[config.mk]
export PLATFORM = sky130hd
export DESIGN_NAME = mwdiv_top
export DESIGN_NICKNAME = d
export VERILOG_FILES = /design/src/rtl/mwdiv_pkg.sv /design/src/rtl/mwdiv_prep.sv /design/src/rtl/mwdiv_iter.sv /design/src/rtl/mwdiv_fmt.sv /design/src/rtl/mwdiv_top.sv
export SDC_FILE = /design/constraint.sdc
export NUM_CORES = 1
export LEC_CHECK = 0
export BUFFER_PORTS_ARGS = -buffer_cell sky130_fd_sc_hd__buf_2
export CAP_MARGIN = 15
export CORE_MARGIN = 1.5
export CORE_UTILIZATION = 45
export DETAILED_ROUTE_END_ITERATION = 8
export PLACE_DENSITY = 0.73
export SETUP_SLACK_MARGIN = 0.05
export SLEW_MARGIN = 20
export SYNTH_ARGS = -nofsm -noshare
export SYNTH_HDL_FRONTEND = slang
export SYNTH_SLANG_ARGS = --single-unit
[constraint.sdc]
create_clock -name clk -period 4.1 [get_ports clk]
set_input_delay 0.205 -clock clk [delete_from_list [all_inputs] [get_ports clk]]
set_output_delay 0.205 -clock clk [all_outputs]
set_load 0.005 [all_outputs]
[src/rtl/mwdiv_pkg.sv]
package mwdiv_pkg;

    typedef enum logic [1:0] {
        SZ_WORD = 2'd0,
        SZ_LONG = 2'd1,
        SZ_QUAD = 2'd2,
        SZ_QALT = 2'd3
    } size_e;

    typedef enum logic [1:0] {
        ST_IDLE = 2'd0,
        ST_RUN  = 2'd1,
        ST_FIN  = 2'd2
    } state_e;

    typedef struct packed {
        size_e size;
        logic  sgn;
        logic  q_neg;
        logic  r_neg;
        logic  n_prev;
    } meta_t;

    function automatic logic is_word(input size_e s);
        return s == SZ_WORD;
    endfunction

    function automatic logic is_wide(input size_e s);
        return s[1];
    endfunction

endpackage

[src/rtl/mwdiv_prep.sv]
module mwdiv_prep
    import mwdiv_pkg::*;
#(
    parameter int W = 32
) (
    input  size_e          size,
    input  logic           sgn,
    input  logic [W-1:0]   dvd_hi,
    input  logic [W-1:0]   dvd_lo,
    input  logic [W-1:0]   dvs,
    output logic [2*W-1:0] dmag,
    output logic [W-1:0]   vmag,
    output logic           q_neg,
    output logic           r_neg,
    output logic           vzero
);
    localparam int D = 2 * W;
    localparam int H = W / 2;
    localparam logic [D-1:0] ONE_D = 1;
    localparam logic [W-1:0] ONE_W = 1;

    logic [D-1:0] dvd_ext;
    logic [W-1:0] dvs_ext;
    logic         dneg;
    logic         vneg;

    always_comb begin
        if (is_wide(size))
            dvd_ext = {dvd_hi, dvd_lo};
        else if (sgn)
            dvd_ext = {{W{dvd_lo[W-1]}}, dvd_lo};
        else
            dvd_ext = {{W{1'b0}}, dvd_lo};

        if (is_word(size))
            dvs_ext = sgn ? {{(W-H){dvs[H-1]}}, dvs[H-1:0]} : {{(W-H){1'b0}}, dvs[H-1:0]};
        else
            dvs_ext = dvs;

        dneg  = sgn & dvd_ext[D-1];
        vneg  = sgn & dvs_ext[W-1];
        dmag  = dneg ? (~dvd_ext + ONE_D) : dvd_ext;
        vmag  = vneg ? (~dvs_ext + ONE_W) : dvs_ext;
        q_neg = dneg ^ vneg;
        r_neg = dneg;
        vzero = (dvs_ext == '0);
    end

endmodule

[src/rtl/mwdiv_iter.sv]
module mwdiv_iter
    import mwdiv_pkg::*;
#(
    parameter int W = 32
) (
    input  logic           clk,
    input  logic           rst,
    input  logic           go,
    input  logic           vzero,
    input  logic           wide_run,
    input  logic [2*W-1:0] dmag,
    input  logic [W-1:0]   vmag,
    output logic           busy,
    output logic           done,
    output logic           trap,
    output logic [2*W-1:0] quo,
    output logic [W-1:0]   rem
);
    localparam int D  = 2 * W;
    localparam int CW = $clog2(D);

    state_e         state;
    logic [CW-1:0]  cnt;
    logic [D-1:0]   sh;
    logic [W-1:0]   div_r;
    logic [W+1:0]   cat;
    logic [W+1:0]   diff;
    logic           fits;
    logic [W-1:0]   nrem;

    // one restoring step: bring down the next dividend bit, trial subtract
    always_comb begin
        cat  = {1'b0, rem, sh[D-1]};
        diff = cat - {2'b00, div_r};
        fits = ~diff[W+1];
        nrem = fits ? diff[W-1:0] : {rem[W-2:0], sh[D-1]};
    end

    always_ff @(posedge clk) begin
        if (rst) begin
            state <= ST_IDLE;
            cnt   <= '0;
            sh    <= '0;
            div_r <= '0;
            rem   <= '0;
            quo   <= '0;
            trap  <= 1'b0;
        end else begin
            case (state)
                ST_IDLE: if (go) begin
                    trap  <= vzero;
                    div_r <= vmag;
                    rem   <= '0;
                    quo   <= '0;
                    sh    <= wide_run ? dmag : {dmag[W-1:0], {W{1'b0}}};
                    cnt   <= wide_run ? CW'(D-1) : CW'(W-1);
                    state <= vzero ? ST_FIN : ST_RUN;
                end
                ST_RUN: begin
                    rem <= nrem;
                    quo <= {quo[D-2:0], fits};
                    sh  <= {sh[D-2:0], 1'b0};
                    if (cnt == '0)
                        state <= ST_FIN;
                    else
                        cnt <= cnt - 1'b1;
                end
                default: state <= ST_IDLE;
            endcase
        end
    end

    assign busy = (state != ST_IDLE);
    assign done = (state == ST_FIN);

    AST_REM_BELOW_DIVISOR: assert property (@(posedge clk) disable iff (rst)
        (state == ST_RUN) |-> (rem < div_r));

    AST_DONE_ONE_CYCLE: assert property (@(posedge clk) disable iff (rst)
        done |=> !done);

    AST_ZERO_FINISHES_AT_ONCE: assert property (@(posedge clk) disable iff (rst)
        (go && vzero && !busy) |=> (done && trap));

endmodule

[src/rtl/mwdiv_fmt.sv]
module mwdiv_fmt
    import mwdiv_pkg::*;
#(
    parameter int W  = 32,
    parameter int IW = 3
) (
    input  logic           done,
    input  logic           trap,
    input  logic [2*W-1:0] quo,
    input  logic [W-1:0]   rem,
    input  meta_t          meta,
    input  logic [IW-1:0]  qidx,
    input  logic [IW-1:0]  ridx,
    output logic           trap_div0,
    output logic           wr_a_en,
    output logic [IW-1:0]  wr_a_idx,
    output logic [W-1:0]   wr_a_data,
    output logic           wr_b_en,
    output logic [IW-1:0]  wr_b_idx,
    output logic [W-1:0]   wr_b_data,
    output logic           flag_we,
    output logic           flag_n,
    output logic           flag_z,
    output logic           flag_v,
    output logic           flag_c
);
    localparam int D = 2 * W;
    localparam int H = W / 2;
    localparam logic [D-1:0] ONE_D  = 1;
    localparam logic [W-1:0] ONE_W  = 1;
    localparam logic [D-1:0] LIM_WU = (ONE_D << H) - ONE_D;
    localparam logic [D-1:0] LIM_WP = (ONE_D << (H-1)) - ONE_D;
    localparam logic [D-1:0] LIM_WN = ONE_D << (H-1);
    localparam logic [D-1:0] LIM_LU = (ONE_D << W) - ONE_D;
    localparam logic [D-1:0] LIM_LP = (ONE_D << (W-1)) - ONE_D;
    localparam logic [D-1:0] LIM_LN = ONE_D << (W-1);

    logic [D-1:0] lim;
    logic         ovf;
    logic         word;
    logic         ok;
    logic [W-1:0] q_s;
    logic [W-1:0] r_s;

    always_comb begin
        word = is_word(meta.size);
        if (word)
            lim = !meta.sgn ? LIM_WU : (meta.q_neg ? LIM_WN : LIM_WP);
        else
            lim = !meta.sgn ? LIM_LU : (meta.q_neg ? LIM_LN : LIM_LP);
        ovf = (quo > lim);

        q_s = meta.q_neg ? (~quo[W-1:0] + ONE_W) : quo[W-1:0];
        r_s = meta.r_neg ? (~rem + ONE_W) : rem;

        ok        = done & ~trap & ~ovf;
        trap_div0 = done & trap;
        flag_we   = done & ~trap;

        wr_b_en   = ok;
        wr_b_idx  = qidx;
        wr_b_data = word ? {r_s[H-1:0], q_s[H-1:0]} : q_s;

        // quotient wins a shared destination: drop the remainder write
        wr_a_en   = ok & ~word & (ridx != qidx);
        wr_a_idx  = ridx;
        wr_a_data = r_s;

        flag_v = ovf;
        flag_c = 1'b0;
        if (ovf) begin
            flag_n = meta.n_prev;
            flag_z = 1'b0;
        end else if (word) begin
            flag_n = q_s[H-1];
            flag_z = (q_s[H-1:0] == '0);
        end else begin
            flag_n = q_s[W-1];
            flag_z = (q_s == '0);
        end
    end

endmodule

[src/rtl/mwdiv_top.sv]
module mwdiv_top
    import mwdiv_pkg::*;
#(
    parameter int W  = 32,
    parameter int IW = 3
) (
    input  logic          clk,
    input  logic          rst,
    input  logic          start,
    input  logic [1:0]    size,
    input  logic          is_signed,
    input  logic [W-1:0]  dividend_hi,
    input  logic [W-1:0]  dividend_lo,
    input  logic [W-1:0]  divisor,
    input  logic [IW-1:0] quo_idx,
    input  logic [IW-1:0] rem_idx,
    input  logic          n_prev,
    output logic          busy,
    output logic          done,
    output logic          trap_div0,
    output logic          wr_a_en,
    output logic [IW-1:0] wr_a_idx,
    output logic [W-1:0]  wr_a_data,
    output logic          wr_b_en,
    output logic [IW-1:0] wr_b_idx,
    output logic [W-1:0]  wr_b_data,
    output logic          flag_we,
    output logic          flag_n,
    output logic          flag_z,
    output logic          flag_v,
    output logic          flag_c
);
    localparam int D = 2 * W;

    size_e          size_in;
    logic           go;
    logic [D-1:0]   dmag;
    logic [W-1:0]   vmag;
    logic           q_neg;
    logic           r_neg;
    logic           vzero;
    logic           trap;
    logic [D-1:0]   quo;
    logic [W-1:0]   rem;
    meta_t          meta_q;
    logic [IW-1:0]  qidx_q;
    logic [IW-1:0]  ridx_q;

    assign size_in = size_e'(size);
    assign go      = start & ~busy;

    mwdiv_prep #(.W(W)) i_prep (
        .size   (size_in),
        .sgn    (is_signed),
        .dvd_hi (dividend_hi),
        .dvd_lo (dividend_lo),
        .dvs    (divisor),
        .dmag   (dmag),
        .vmag   (vmag),
        .q_neg  (q_neg),
        .r_neg  (r_neg),
        .vzero  (vzero)
    );

    mwdiv_iter #(.W(W)) i_iter (
        .clk      (clk),
        .rst      (rst),
        .go       (go),
        .vzero    (vzero),
        .wide_run (is_wide(size_in)),
        .dmag     (dmag),
        .vmag     (vmag),
        .busy     (busy),
        .done     (done),
        .trap     (trap),
        .quo      (quo),
        .rem      (rem)
    );

    always_ff @(posedge clk) begin
        if (rst) begin
            meta_q <= '0;
            qidx_q <= '0;
            ridx_q <= '0;
        end else if (go) begin
            meta_q <= '{size: size_in, sgn: is_signed, q_neg: q_neg,
                        r_neg: r_neg, n_prev: n_prev};
            qidx_q <= quo_idx;
            ridx_q <= rem_idx;
        end
    end

    mwdiv_fmt #(.W(W), .IW(IW)) i_fmt (
        .done      (done),
        .trap      (trap),
        .quo       (quo),
        .rem       (rem),
        .meta      (meta_q),
        .qidx      (qidx_q),
        .ridx      (ridx_q),
        .trap_div0 (trap_div0),
        .wr_a_en   (wr_a_en),
        .wr_a_idx  (wr_a_idx),
        .wr_a_data (wr_a_data),
        .wr_b_en   (wr_b_en),
        .wr_b_idx  (wr_b_idx),
        .wr_b_data (wr_b_data),
        .flag_we   (flag_we),
        .flag_n    (flag_n),
        .flag_z    (flag_z),
        .flag_v    (flag_v),
        .flag_c    (flag_c)
    );

    AST_TRAP_NO_WRITE: assert property (@(posedge clk) disable iff (rst)
        trap_div0 |-> (!wr_a_en && !wr_b_en && !flag_we));

    AST_NO_OVERFLOW_WRITE: assert property (@(posedge clk) disable iff (rst)
        (flag_we && flag_v) |-> (!wr_b_en && !wr_a_en && !flag_z && flag_n == meta_q.n_prev));

    AST_SHARED_DEST_QUOTIENT: assert property (@(posedge clk) disable iff (rst)
        wr_a_en |-> (wr_b_en && wr_a_idx != wr_b_idx));

    AST_BUSY_HOLDS_OPERANDS: assert property (@(posedge clk) disable iff (rst)
        busy |=> ($stable(meta_q) && $stable(qidx_q) && $stable(ridx_q)));

    AST_DONE_INSIDE_BUSY: assert property (@(posedge clk) disable iff (rst)
        done |-> busy);

endmodule

## After elaboration in Yosys (flattened, before gate mapping)

Cells that the tools add are included.

| word-level totals | value |
|---|---|
| bits in registers | 213 |
| word-level logic and storage cells | 92 |
| output and inout bits | 80 |

| cells by class | value |
|---|---|
| bitwise logic cells | 18 |
| $add $sub $neg | 6 |
| multiplexer cells | 34 |
| equality and inequality tests | 6 |
| reduce and logical (&&, ||, !) cells | 13 |
| order comparisons | 1 |

Operator list:

| operator | count |
|---|---|
| two-way mux 64 bit | 9 |
| two-way mux 32 bit | 9 |
| case mux 64 bit (2 select lines) | 2 |
| adder 32 x 1 -> 32 bit (second input constant) | 3 |
| inverter 32 bit | 3 |
| adder 64 x 1 -> 64 bit (second input constant) | 1 |
| > comparator 64 bit | 1 |
| logical NOT 32 bit | 2 |
| inverter 64 bit | 1 |
| case mux 32 bit (2 select lines) | 1 |
| subtractor 33 x 32 -> 34 bit | 1 |
| two-way mux 6 bit | 3 |
| logical NOT 16 bit | 1 |
| two-way mux 16 bit | 1 |
| case mux 6 bit (2 select lines) | 1 |
| bitwise AND 1 bit | 8 |
| logical NOT 2 bit | 3 |
| logical NOT 6 bit | 1 |
| two-way mux 2 bit | 3 |
| AND reduction 2 bit | 3 |
| subtractor 6 x 1 -> 6 bit (second input constant) | 1 |
| inverter 1 bit | 5 |
| two-way mux 1 bit | 4 |
| inequality test 2 bit (second input constant) | 2 |
| other kinds (8) | 9 |

## Logic depth before layout (Yosys ltp)

Gate-level depths: netlist of the first run.

| depth | value |
|---|---|
| word-level depth | 8 |
| depth in mapped cells | 14 |

## Modules after synthesis

A second synthesis of the first run with hierarchy kept.

| unflattened totals | value |
|---|---|
| cell total of the unflattened synthesis | 2153 |
| area total of the unflattened synthesis | 15772.6 sq um |

Modules (own cells, without submodules):

| module | area each (sq um) | sequential area each (sq um) | times used | cells each |
|---|---|---|---|---|
| mwdiv_iter | 9733.1 | 4023.9 | 1 | 1243 |
| mwdiv_prep | 2849.0 | 0.0 | 1 | 468 |
| mwdiv_fmt | 2598.7 | 0.0 | 1 | 388 |
| mwdiv_top | 591.8 | 240.2 | 1 | 54 |

## Least setup slack after synthesis of the first run

No wires, ideal clock.

| path | value |
|---|---|
| path type | reg-to-output |
| start | reg i_iter.rem[6] |
| end | out wr_a_data[29] |
| path slack | 0.821 ns |
| path buffers | 0 |
| stages on the path, launching flop included | 9 |
| arrival time | 3.074 ns |
| data required time | 3.895 ns |
| path through | dfxtp_1 > or4_4 > or3_1 > or3_4 > or4_4 > or3_4 > or3_4 > o31ai_4 > xnor2_1 |

| between the ends | value |
|---|---|
| longest elaborated chain between the ends | 3 |

Ends and longest elaborated chain:

| item | RTL line | text |
|---|---|---|
| from (decl) | mwdiv_iter.sv:17 | `output logic [W-1:0] rem` |
| from (signal assigned) | mwdiv_iter.sv:60 | `rem <= nrem;` |
| inverter 32 bit | mwdiv_fmt.sv:54 | `r_s = meta.r_neg ? (~rem + ONE_W) : rem;` |
| adder 32 x 1 -> 32 bit | mwdiv_fmt.sv:54 |  |
| two-way mux 32 bit | mwdiv_fmt.sv:54 |  |
| to (decl) | mwdiv_top.sv:23 | `output logic [W-1:0] wr_a_data,` |

No other way between the ends.

## Final worst setup path of the first run

| path | value |
|---|---|
| start | reg i_iter.quo[8] |
| end | out flag_z |

| between the ends | value |
|---|---|
| longest elaborated chain between the ends | 6 |
| elaborated cells on any way between the ends | 8 |

Ends and longest elaborated chain:

| item | RTL line | text |
|---|---|---|
| from (decl) | mwdiv_iter.sv:16 | `output logic [2*W-1:0] quo,` |
| from (signal assigned) | mwdiv_iter.sv:61 | `quo <= {quo[D-2:0], fits};` |
| inverter 32 bit | mwdiv_fmt.sv:53 | `q_s = meta.q_neg ? (~quo[W-1:0] + ONE_W) : quo[W-1:0];` |
| adder 32 x 1 -> 32 bit | mwdiv_fmt.sv:53 |  |
| two-way mux 32 bit | mwdiv_fmt.sv:53 |  |
| logical NOT 32 bit or logical NOT 16 bit (tied branches) | mwdiv_fmt.sv:79, mwdiv_fmt.sv:76 |  |
| two-way mux 1 bit | mwdiv_fmt.sv:74 | `end else if (word) begin` |
| two-way mux 1 bit (*) | mwdiv_fmt.sv:71 | `if (ovf) begin` |
| to (decl) | mwdiv_top.sv:29 | `output logic flag_z,` |

Mark *: on every way between the ends. The rest lies on a longest branch, timed or not.

==> metrics.md, run 1 <==
| Metric | Value |
|---|---|
| Clock slew at the register clock pins of the worst setup and hold paths | `0.06 ns` |
| Die Y | `184 um` |
| Total clock sinks | `213` |
| Total power after layout | `6.32 mW` |
| Total clock buffers created by CTS | `25` |
| Total count of hold-check failures in the final report | `0` |
| Total global routing overflow | `0` |
| Total power divided by cell area | `372 nW/um^2` |
| Peak ir drop on the vdd network | `323 uV` |
| CTS Root Buffer Type | `clkbuf_16` |
| Top Usage Layer GRT | `met2` |
| Type of the most critical hold path | `in -> reg` |
| Cells after synthesis | `1937` |
| Type of the worst setup path | `reg -> out` |
| Largest net degree at the start of global routing | `123` |
| Global routing met1 resource utilization | `36.8%` |
| Max Cap Violations | `0` |
| Data arrival time of the critical path | `3.81 ns` |
| Clk_lat worst skew | `0.54 ns` |
| Setup slack of the critical path after layout | `0.0806 ns` |
| Maximum level of the CTS H-tree | `1` |
| Number of flops mapped to enable cells by yosys | `0` |
| Top cells by count, synth | `248 x nor2_1, 213 x dfxtp_1, 156 x nand2_1` |
| Port buffer count | `187` |
| Worst rel slew slack | `22.2%` |
| Hold_ws | `0.0272 ns` |
| Sequential-to-total area share from yosys stat | `28.9%` |
| Routed WL per cell | `18.8 um` |
| Die W | `184 um` |
| Fraction of met3 tracks used by global routing | `3.07%` |
| Placed cell count | `2449` |
| Detailed-placement wirelength estimate | `34.8 mm` |
| Total global routing track utilization | `26.9%` |
| Worst-case clock buffer depth | `3` |
| Area contributors post-synth | `dfxtp_1 29%, nor2_1 6.3%, xnor2_1 5.5%` |
| Count of vias placed by the detailed router | `15492` |
| Vias per cell | `6.16` |
| Mean cell area of the mapped netlist | `7.61 um^2` |
| Library cell with the highest instance count after synthesis | `nor2_1` |
| Iteration-0 DRC Markers | `1609` |
| RSZ-0062 raised after global routing | `yes` |
| Yosys warnings | `0` |
| Final core utilization | `52.5%` |
| Achievable frequency | `249 MHz` |
| Synth Register Bits | `213` |
| TritonCTS clock tree | `done` |
| Share of the clock period used by the worst path after layout | `98.0%` |
| Run status | `completed` |
| DRT Pass-1 Iters | `6` |
| Total wirelength of the detailed-routed design | `47.4 mm` |
| Fraction of synthesis flops using an asynchronous set or reset pin | `0%` |
| Die area | `33800 um^2` |
| Main flop type after synthesis | `dfxtp_1` |
| Share of final-layout standard cells stronger than drive strength 1 | `14.9%` |
| Floorplan core area | `32400 um^2` |
| Ports | `189` |
| Library cell with the largest summed area after synthesis | `dfxtp_1` |
| Unique cell type count in the Yosys netlist | `71` |
| Floorplan row count | `66` |
| Synthesis-to-layout area growth | `15.4%` |
| Total standard cell area after synthesis | `14700 um^2` |
| Data required time of the worst path | `3.89 ns` |
| Final slew viol count | `0` |
| LEAKAGE | `6.91 nW` |
| First-pass GRT wire length | `73.9 mm` |
| Final setup skew | `0.0172 ns` |
| Maximum fanout count along the critical path | `8` |
| Antenna violations before repair | `1` |
| Post-route non-filler standard cell count | `2515` |
| Last weighted congestion value of the routability-driven placer | `0.941` |
| Number of nets in the synthesized netlist | `2104` |
| Endpoint type of the worst setup path | `output pin` |
| Area occupied by multi-input gates | `9760 um^2` |
| Area of all sequential standard cells | `4280 um^2` |
| Setup crit start kind | `register` |
| Final setup violation count | `0` |
| Setup slack after placement | `0.340 ns` |
| Period minus WS final | `4.02 ns` |
| Synth top area share | `28.9%` |
| Layout net count | `2222` |
| Met2 Track Usage GR | `43.8%` |
| Via count of the first global-routing pass | `13956` |
| Initial core utilization | `45.5%` |
| Antenna viol nets, final | `0` |
| Least-Margin Pin Slew | `1.17 ns` |
| DRC errors left | `0` |
| Worst reg-to-reg setup slack | `0.51 ns` |
| Filler cell count in the final layout | `3155` |
-- what timing repair did --
item | CTS | global route
hold endpoints to repair | 15 | 0
cloned | 0 | 0
pin swaps | 2 | 1
resized for setup | 13 | 7
buffers inserted | 2 | 4
hold buffers | 15 | 0
setup endpoints to repair | 6 | 4
-- cells in the final DEF, fill, tap and decap left out, types with 8 or more instances in the layout --
master,instances
nand3_1,31
nand2_1,155
a211oi_1,28
a22oi_1,84
ha_1,57
buf_2,186
and2_1,11
xnor2_1,92
or2_2,10
nand4_1,20
nor2_1,246
a21oi_1,120
dlygate4sd3_1,15
buf_4,30
a21o_1,18
inv_1,64
or3_1,31
o22ai_1,13
o41ai_1,17
or4_4,8
a32oi_1,14
a31oi_1,17
nor2b_1,10
clkbuf_16,25
or4_1,17
nor4_1,27
xor2_1,69
a222oi_1,44
dfxtp_1,208
o31ai_1,36
nor3_1,44
and3_1,14
o21a_1,8
nand2b_1,13
mux2i_1,29
o21ai_0,138
-- routing by layer --
| metal | wire, um | share of wire [%] |
|---|---|---|
| met1 | 20600 | 44 |
| met2 | 21400 | 45 |
| met3 | 3800 | 8.0 |
| met4 | 1520 | 3.2 |
| met5 | 0 | 0 |
-- state kept, by name, indices dropped and copies added (netlist names) --
register and count:
i_iter.cnt 6, i_iter.sh 64, meta_q 6, ridx_q 3
i_iter.div_r 32, qidx_q 3, i_iter.rem 32, i_iter.trap 1
i_iter.state 2, i_iter.quo 64
-- per-stage QoR --
step	TNS, ns	area [um^2]
6_report	0	17000
5_1_grt	-0.0524	17000
4_1_cts	0	16900
3_5_place_dp	0	15900
3_3_place_gp	0	15900
2_1_floorplan	0	14700
-- logic make-up (layout without fill, tap and decap cells) --
logic type      Yosys count  count (layout)  synth area share [%]
simple gates            670             670                  21.6
fa+ha+maj                58              58                  4.98
buf+inv                 206             341                  5.35
flops                   213             213                  28.9
compound gates          597             597                  27.4
other cells               1               2                0.0254
xor+xnor                161             161                  9.57
mux                      31              31                  2.12
-- critical path, stage by stage, from the launching register on --
cell	delay [ns]
dfxtp_1	0.38
or4_4	0.61
or4_4	0.59
or4_1	0.42
a211oi_1	0.24
nor3_1	0.07
nor4_1	0.32
a31oi_1	0.20
nor4_2	0.27
buf_2	0.18
-- layout make-up --
type | instances | area share [%]
multi-input combinational | 1518 | 57.4
antenna | 1 | 0.0147
sequential | 213 | 25.1
clock buffer | 31 | 4.11
timing repair buffer | 233 | 7.87
inverter | 64 | 1.41
clock inverter | 13 | 0.795
tap | 442 | 3.25
-- where the power goes --
group | switching, mW | internal (mW)
sequential | 0.0900 | 2.19
clock | 0.934 | 1.34
combinational | 1.10 | 0.677
total | 2.12 | 4.20
-- final timing paths --
path	from	end	cells past startpoint
max	i_iter.quo[8]	flag_z	9
min	dividend_hi[27]	i_iter.sh[59]	3
min reg2reg	i_iter.div_r[27]	i_iter.div_r[27]	2
max reg2reg	i_iter.rem[0]	i_iter.rem[13]	10
No activity file was read; power rests on OpenSTA's default activity.
==> inputs of run 2 (changes only) <==
==> constraint.sdc (replaced) <==
create_clock -name clk -period 4.1 [get_ports clk]
set_input_delay 1.025 -clock clk [delete_from_list [all_inputs] [get_ports clk]]
set_output_delay 1.025 -clock clk [all_outputs]
set_load 0.005 [all_outputs]
==> metrics.md, run 2 (synthesis results as in run 1) <==
| Metric | Value |
|---|---|
| Origin of the worst min-delay path | `i_iter.div_r[16]` |
| Achievable frequency | `210 MHz` |
| Clock group share of total power | `34.8%` |
| Commonest non-fill, non-tap cells in the layout | `245 x nor2_1, 210 x dfxtp_1, 183 x buf_2` |
| Data required time of the worst path | `3.07 ns` |
| Iteration-0 DRC Markers | `1778` |
| Total clock buffers created by CTS | `24` |
| Final setup skew | `0.0108 ns` |
| Placed cell count | `2526` |
| Max Cap Violations | `0` |
| Slowest cell delay on critical path | `0.53 ns` |
| Clock slew at the register clock pins of the worst setup and hold paths | `0.06 ns` |
| Count of vias placed by the detailed router | `15870` |
| Ports | `189` |
| Maximum level of the CTS H-tree | `1` |
| Worst-case clock buffer depth | `3` |
| Type of the worst setup path | `reg -> out` |
| Post-route non-filler standard cell count | `2585` |
| Proportion of power drawn by flip-flops and latches | `35.0%` |
| CTS Root Buffer Type | `clkbuf_16` |
| Fraction of met3 tracks used by global routing | `2.89%` |
| Floorplan row count | `66` |
| Most repeated library cell on the critical path | `or3_4` |
| First-pass GRT wire length | `75.7 mm` |
| DRC errors left | `0` |
| CTS Hold Bufs | `0` |
| Switch Pwr | `2.20 mW` |
| Final setup violation count | `23` |
| Endpoint type of the worst setup path | `output pin` |
| RSZ-0062 raised after global routing | `yes` |
| Floorplan core area | `32400 um^2` |
| Largest net degree at the start of global routing | `105` |
| Run status | `finished, violations left` |
| Final slew viol count | `0` |
| Total power after layout | `6.48 mW` |
| Data arrival time of the critical path | `3.74 ns` |
| Period minus WS final | `4.76 ns` |
| Critical-path cell with the highest stage delay | `or4_4` |
| Routed WL per cell | `18.7 um` |
| Setup slack of the critical path after layout | `-0.661 ns` |
| Top Registers | `i_iter.quo x64, i_iter.sh x64` |
| Worst rel slew slack | `29.3%` |
| Comb power frac | `30.1%` |
| Initial core utilization | `45.5%` |
| List of cells traversed by the critical path | `or4_4 -> or3_4 -> or3_4 -> or4_4 -> or3_4 -> or3_4 -> o31ai_4 -> xnor2_1 -> buf_2` |
| Last weighted congestion value of the routability-driven placer | `0.972` |
| Port buffer count | `187` |
| Antenna viol nets, final | `0` |
| Total power divided by cell area | `363 nW/um^2` |
| Total count of hold-check failures in the final report | `0` |
| Least-Margin Pin Slew | `1.06 ns` |
| Share of final-layout standard cells stronger than drive strength 1 | `20.1%` |
| Internal Dissipation | `4.28 mW` |
| Peak ir drop on the vdd network | `338 uV` |
| Via count of the first global-routing pass | `14210` |
| Total global routing track utilization | `27.4%` |
| Global routing met1 resource utilization | `37.3%` |
| Failing checks | `setup timing` |
| Switching fraction of total power | `34.0%` |
| Top Usage Layer GRT | `met2` |
| Total global routing overflow | `0` |
| Total wirelength of the detailed-routed design | `48.2 mm` |
| Setup crit start kind | `register` |
| Synthesis-to-layout area growth | `21.3%` |
| TritonCTS clock tree | `done` |
| Share of the clock period used by the worst path after layout | `116%` |
| Most common cell after layout, fill and taps aside | `nor2_1` |
| Layout net count | `2291` |
| Final core utilization | `55.2%` |
| Die W | `184 um` |
| Source of the worst register-to-register timing path | `i_iter.div_r[16]` |
| Type of the most critical hold path | `reg -> reg` |
| Antenna violations before repair | `1` |
| Largest delay contributor family on the critical path | `simple AND/OR/NAND/NOR gates` |
| LEAKAGE | `7.41 nW` |
| Vias per cell | `6.14` |
| Die area | `33800 um^2` |
| Start point of the critical path | `i_iter.rem[6]` |
| Total clock sinks | `213` |
| Buffers and inverters on the worst path | `1` |
| Detailed-placement wirelength estimate | `35.3 mm` |
| Maximum fanout count along the critical path | `3` |
| Clk_lat worst skew | `0.53 ns` |
| DRT Pass-1 Iters | `6` |
| Met2 Track Usage GR | `45.3%` |
| Die Y | `184 um` |
[run 2: per-layer routing]
metal,vias to the layer above,wire [um]
met3,122,3610
met5,-,0
met2,734,22100
met1,7492,21000
li1,7522,-
met4,0,1580
[run 2: tightest hold or removal path, cell delays in order (launching register included)]
cell	delay, ns
dfxtp_1	0.31
nand2_1	0.05
a21oi_1	0.05
[run 2: layout make-up]
| class | count | area, um^2 |
|---|---|---|
| clock buffers | 26 | 628 |
| diodes | 1 | 2.50 |
| inverters | 64 | 240 |
| flip-flops and latches | 213 | 4270 |
| repair buffers | 303 | 1900 |
| clock inverters | 18 | 201 |
| well taps | 442 | 553 |
| fillers | 3033 | 14500 |
| multi-input cells | 1518 | 10100 |
[run 2: power groups by stage]
stage / sequential (mW) / clock [mW] / combinational, mW
global route: 2.28 / 2.37 / 2.11
floorplan: 2.29 / 0 / 1.21
detailed placement: 2.31 / 0 / 1.76
global placement: 2.30 / 0 / 1.73
finish: 2.27 / 2.26 / 1.95
CTS: 2.27 / 2.29 / 1.85
[run 2: path summary, 6_finish.rpt]
kind	to	slack (ns)	cells after the start
worst max-delay path	wr_a_data[31]	-0.66	9
worst min-delay path	i_iter.div_r[16]	0.45	2
worst max register to register	i_iter.rem[28]	0.57	10
worst min register to register	i_iter.div_r[16]	0.45	2
[run 2: through the flow]
stage	area (um^2)	TNS [ns]	worst slack, ns	hold slack [ns]
floorplan	14700	0	0.0284	0.432
global placement	16500	-0.173	-0.0789	0.440
detailed placement	16500	-0.346	-0.122	0.448
CTS	17700	-7.55	-0.675	0.454
global route	17900	-10.14	-0.720	0.485
finish	17900	-8.10	-0.661	0.454
[run 2: repair_timing]
item                       in CTS  in global routing
setup buffers                   7                  7
gates cloned                    0                  0
pin swaps                      30                 23
setup endpoints to repair      26                 29
resized for setup              66                 30
==> inputs of run 3 (changes only) <==
--- a/config.mk
+++ b/config.mk
@@ -10,6 +10,7 @@
 export CORE_MARGIN = 1.5
 export CORE_UTILIZATION = 45
 export DETAILED_ROUTE_END_ITERATION = 8
+export MAX_ROUTING_LAYER = met4
 export PLACE_DENSITY = 0.73
 export SETUP_SLACK_MARGIN = 0.05
 export SLEW_MARGIN = 20
==> metrics.md, run 3 (synthesis results as in run 1) <==
| Metric | Value |
|---|---|
| Setup crit start kind | `register` |
| Total global routing overflow | `0` |
| Achievable frequency | `210 MHz` |
| Initial core utilization | `45.5%` |
| Clk_lat worst skew | `0.52 ns` |
| Largest net degree at the start of global routing | `71` |
| DRC errors left | `5` |
| Share of the clock period used by the worst path after layout | `116%` |
| Data required time of the worst path | `3.07 ns` |
| Failing checks | `DRC, setup timing` |
| TritonCTS clock tree | `done` |
| List of cells traversed by the critical path | `or4_4 -> or3_4 -> or3_4 -> or4_4 -> or3_4 -> or3_4 -> buf_4 -> nand2_2 -> xnor2_2 -> buf_2` |
| Port buffer count | `187` |
| Detailed-placement wirelength estimate | `35.2 mm` |
| Met2 Track Usage GR | `45.6%` |
| Peak ir drop on the vdd network | `245 uV` |
| Global routing met1 resource utilization | `36.9%` |
| Post-layout instance area | `17800 um^2` |
| First-pass GRT wire length | `76.2 mm` |
| RSZ-0062 raised after global routing | `yes` |
| Type of the most critical hold path | `reg -> reg` |
| Total power after layout | `6.47 mW` |
| Share of final-layout standard cells stronger than drive strength 1 | `20.0%` |
| Top Registers | `i_iter.quo x64, i_iter.sh x64` |
| Total count of hold-check failures in the final report | `0` |
| DRT Pass-1 Iters | `9` |
| Worst-case clock buffer depth | `3` |
| Vias per cell | `6.15` |
| Filler cell count in the final layout | `3083` |
| Total global routing track utilization | `28.4%` |
| Area occupied by multi-input gates | `10100 um^2` |
| Period minus WS final | `4.77 ns` |
| Least-Margin Pin Slew | `0.885 ns` |
| Ports | `189` |
| Total wirelength of the detailed-routed design | `48.5 mm` |
| Final setup skew | `0.0169 ns` |
| LEAKAGE | `7.36 nW` |
| Setup slack of the critical path after layout | `-0.670 ns` |
| Commonest non-fill, non-tap cells in the layout | `245 x nor2_1, 209 x dfxtp_1, 183 x buf_2` |
| Floorplan row count | `66` |
| Most common cell after layout, fill and taps aside | `nor2_1` |
| Routed WL per cell | `18.8 um` |
| Most repeated library cell on the critical path | `or3_4` |
| Last weighted congestion value of the routability-driven placer | `0.986` |
| Fraction of met3 tracks used by global routing | `3.19%` |
| CTS Root Buffer Type | `clkbuf_16` |
| Buffers and inverters on the worst path | `2` |
| Maximum fanout count along the critical path | `3` |
| Via count of the first global-routing pass | `14495` |
| Area of all sequential standard cells | `4270 um^2` |
| Iteration-0 DRC Markers | `1529` |
| Critical-path cell with the highest stage delay | `or4_4` |
| Type of the worst setup path | `reg -> out` |
| Total power divided by cell area | `363 nW/um^2` |
| Worst rel slew slack | `39.5%` |
| Total clock sinks | `213` |
| Final setup violation count | `18` |
| Data arrival time of the critical path | `3.74 ns` |
| Die W | `184 um` |
| Dpl cell area | `16500 um^2` |
| Top Usage Layer GRT | `met2` |
| Floorplan core area | `32400 um^2` |
| Layout net count | `2287` |
| Setup slack after placement | `-0.125 ns` |
| Clock slew at the register clock pins of the worst setup and hold paths | `0.06 ns` |
| Die area | `33800 um^2` |
| Count of vias placed by the detailed router | `15853` |
| Die Y | `184 um` |
| Largest delay contributor family on the critical path | `simple AND/OR/NAND/NOR gates` |
| Endpoint type of the worst setup path | `output pin` |
| Final slew viol count | `0` |
| Total clock buffers created by CTS | `23` |
| Max Cap Violations | `0` |
| Antenna viol nets, final | `0` |
| Slowest cell delay on critical path | `0.52 ns` |
| Synthesis-to-layout area growth | `20.9%` |
| Antenna violations before repair | `1` |
| CTS Hold Bufs | `0` |
| Run status | `finished, violations left` |
| Maximum level of the CTS H-tree | `1` |
==> run 3: changes by cell type in the layout (fill, tap and decap cells not counted), sizes merged <==
cell and delta:
clkinv -4, clkinvlp -1, clkbuf +4, inv -3, bufinv +1, buf -3
==> run 3: path summary, 6_finish.rpt <==
path	to	depth (start not counted)	start	slack, ns
max	wr_a_data[27]	10	i_iter.rem[6]	-0.67
max reg2reg	i_iter.rem[8]	10	i_iter.div_r[16]	0.58
min	i_iter.div_r[16]	2	i_iter.div_r[16]	0.45
min reg2reg	i_iter.div_r[16]	2	i_iter.div_r[16]	0.45
==> run 3: metal layers <==
| layer | share of wire (%) | wire length [um] |
|---|---|---|
| met1 | 43 | 20700 |
| met3 | 7.4 | 3610 |
| met4 | 3.7 | 1770 |
| met5 | 0 | 0 |
| met2 | 46 | 22400 |
==> run 3: area by class of cell <==
| cell class | instances | share of cell area, % |
|---|---|---|
| Multi-Input combinational cell | 1518 | 56.4 |
| Sequential cell | 213 | 24.0 |
| Timing Repair Buffer | 300 | 10.5 |
| Clock buffer | 30 | 3.71 |
| Tap cell | 442 | 3.10 |
| Inverter | 64 | 1.38 |
| Clock inverter | 11 | 0.920 |
| Antenna cell | 1 | 0.0140 |
==> run 3: report_power, final <==
group | internal (mW) | total, mW | leakage (nW) | switching [mW]
Combinational | 0.778 | 1.94 | 5.22 | 1.16
Sequential | 2.19 | 2.27 | 1.74 | 0.0838
Clock | 1.39 | 2.26 | 0.404 | 0.871
Total | 4.35 | 6.47 | 7.36 | 2.12
==> run 3: metrics by stage <==
stage / utilization, % / std cells / TNS, ns / hold WS, ns
finish: 55.1 / 2579 / -5.80 / 0.453
global route: 55.1 / 2579 / -7.54 / 0.486
CTS: 54.5 / 2577 / -5.98 / 0.453
detailed placement: 50.9 / 2523 / -0.342 / 0.446
global placement: 50.9 / 2523 / -0.217 / 0.441
floorplan: - / 1937 / 0 / 0.432
==> run 3: repair_timing <==
action,4_1_cts,5_1_grt
gates resized for setup,55,42
setup buffers,14,5
endpoints found under the setup margin,25,25
pin swaps,24,27
==> run 3: tightest hold or removal path: cells and delay by family, from the launching register on <==
family | cells | cell delay [ns]
AND/OR/NAND/NOR | 1 | 0.05
AO/OA/AOI/OAI | 1 | 0.05
flip-flops | 1 | 0.31
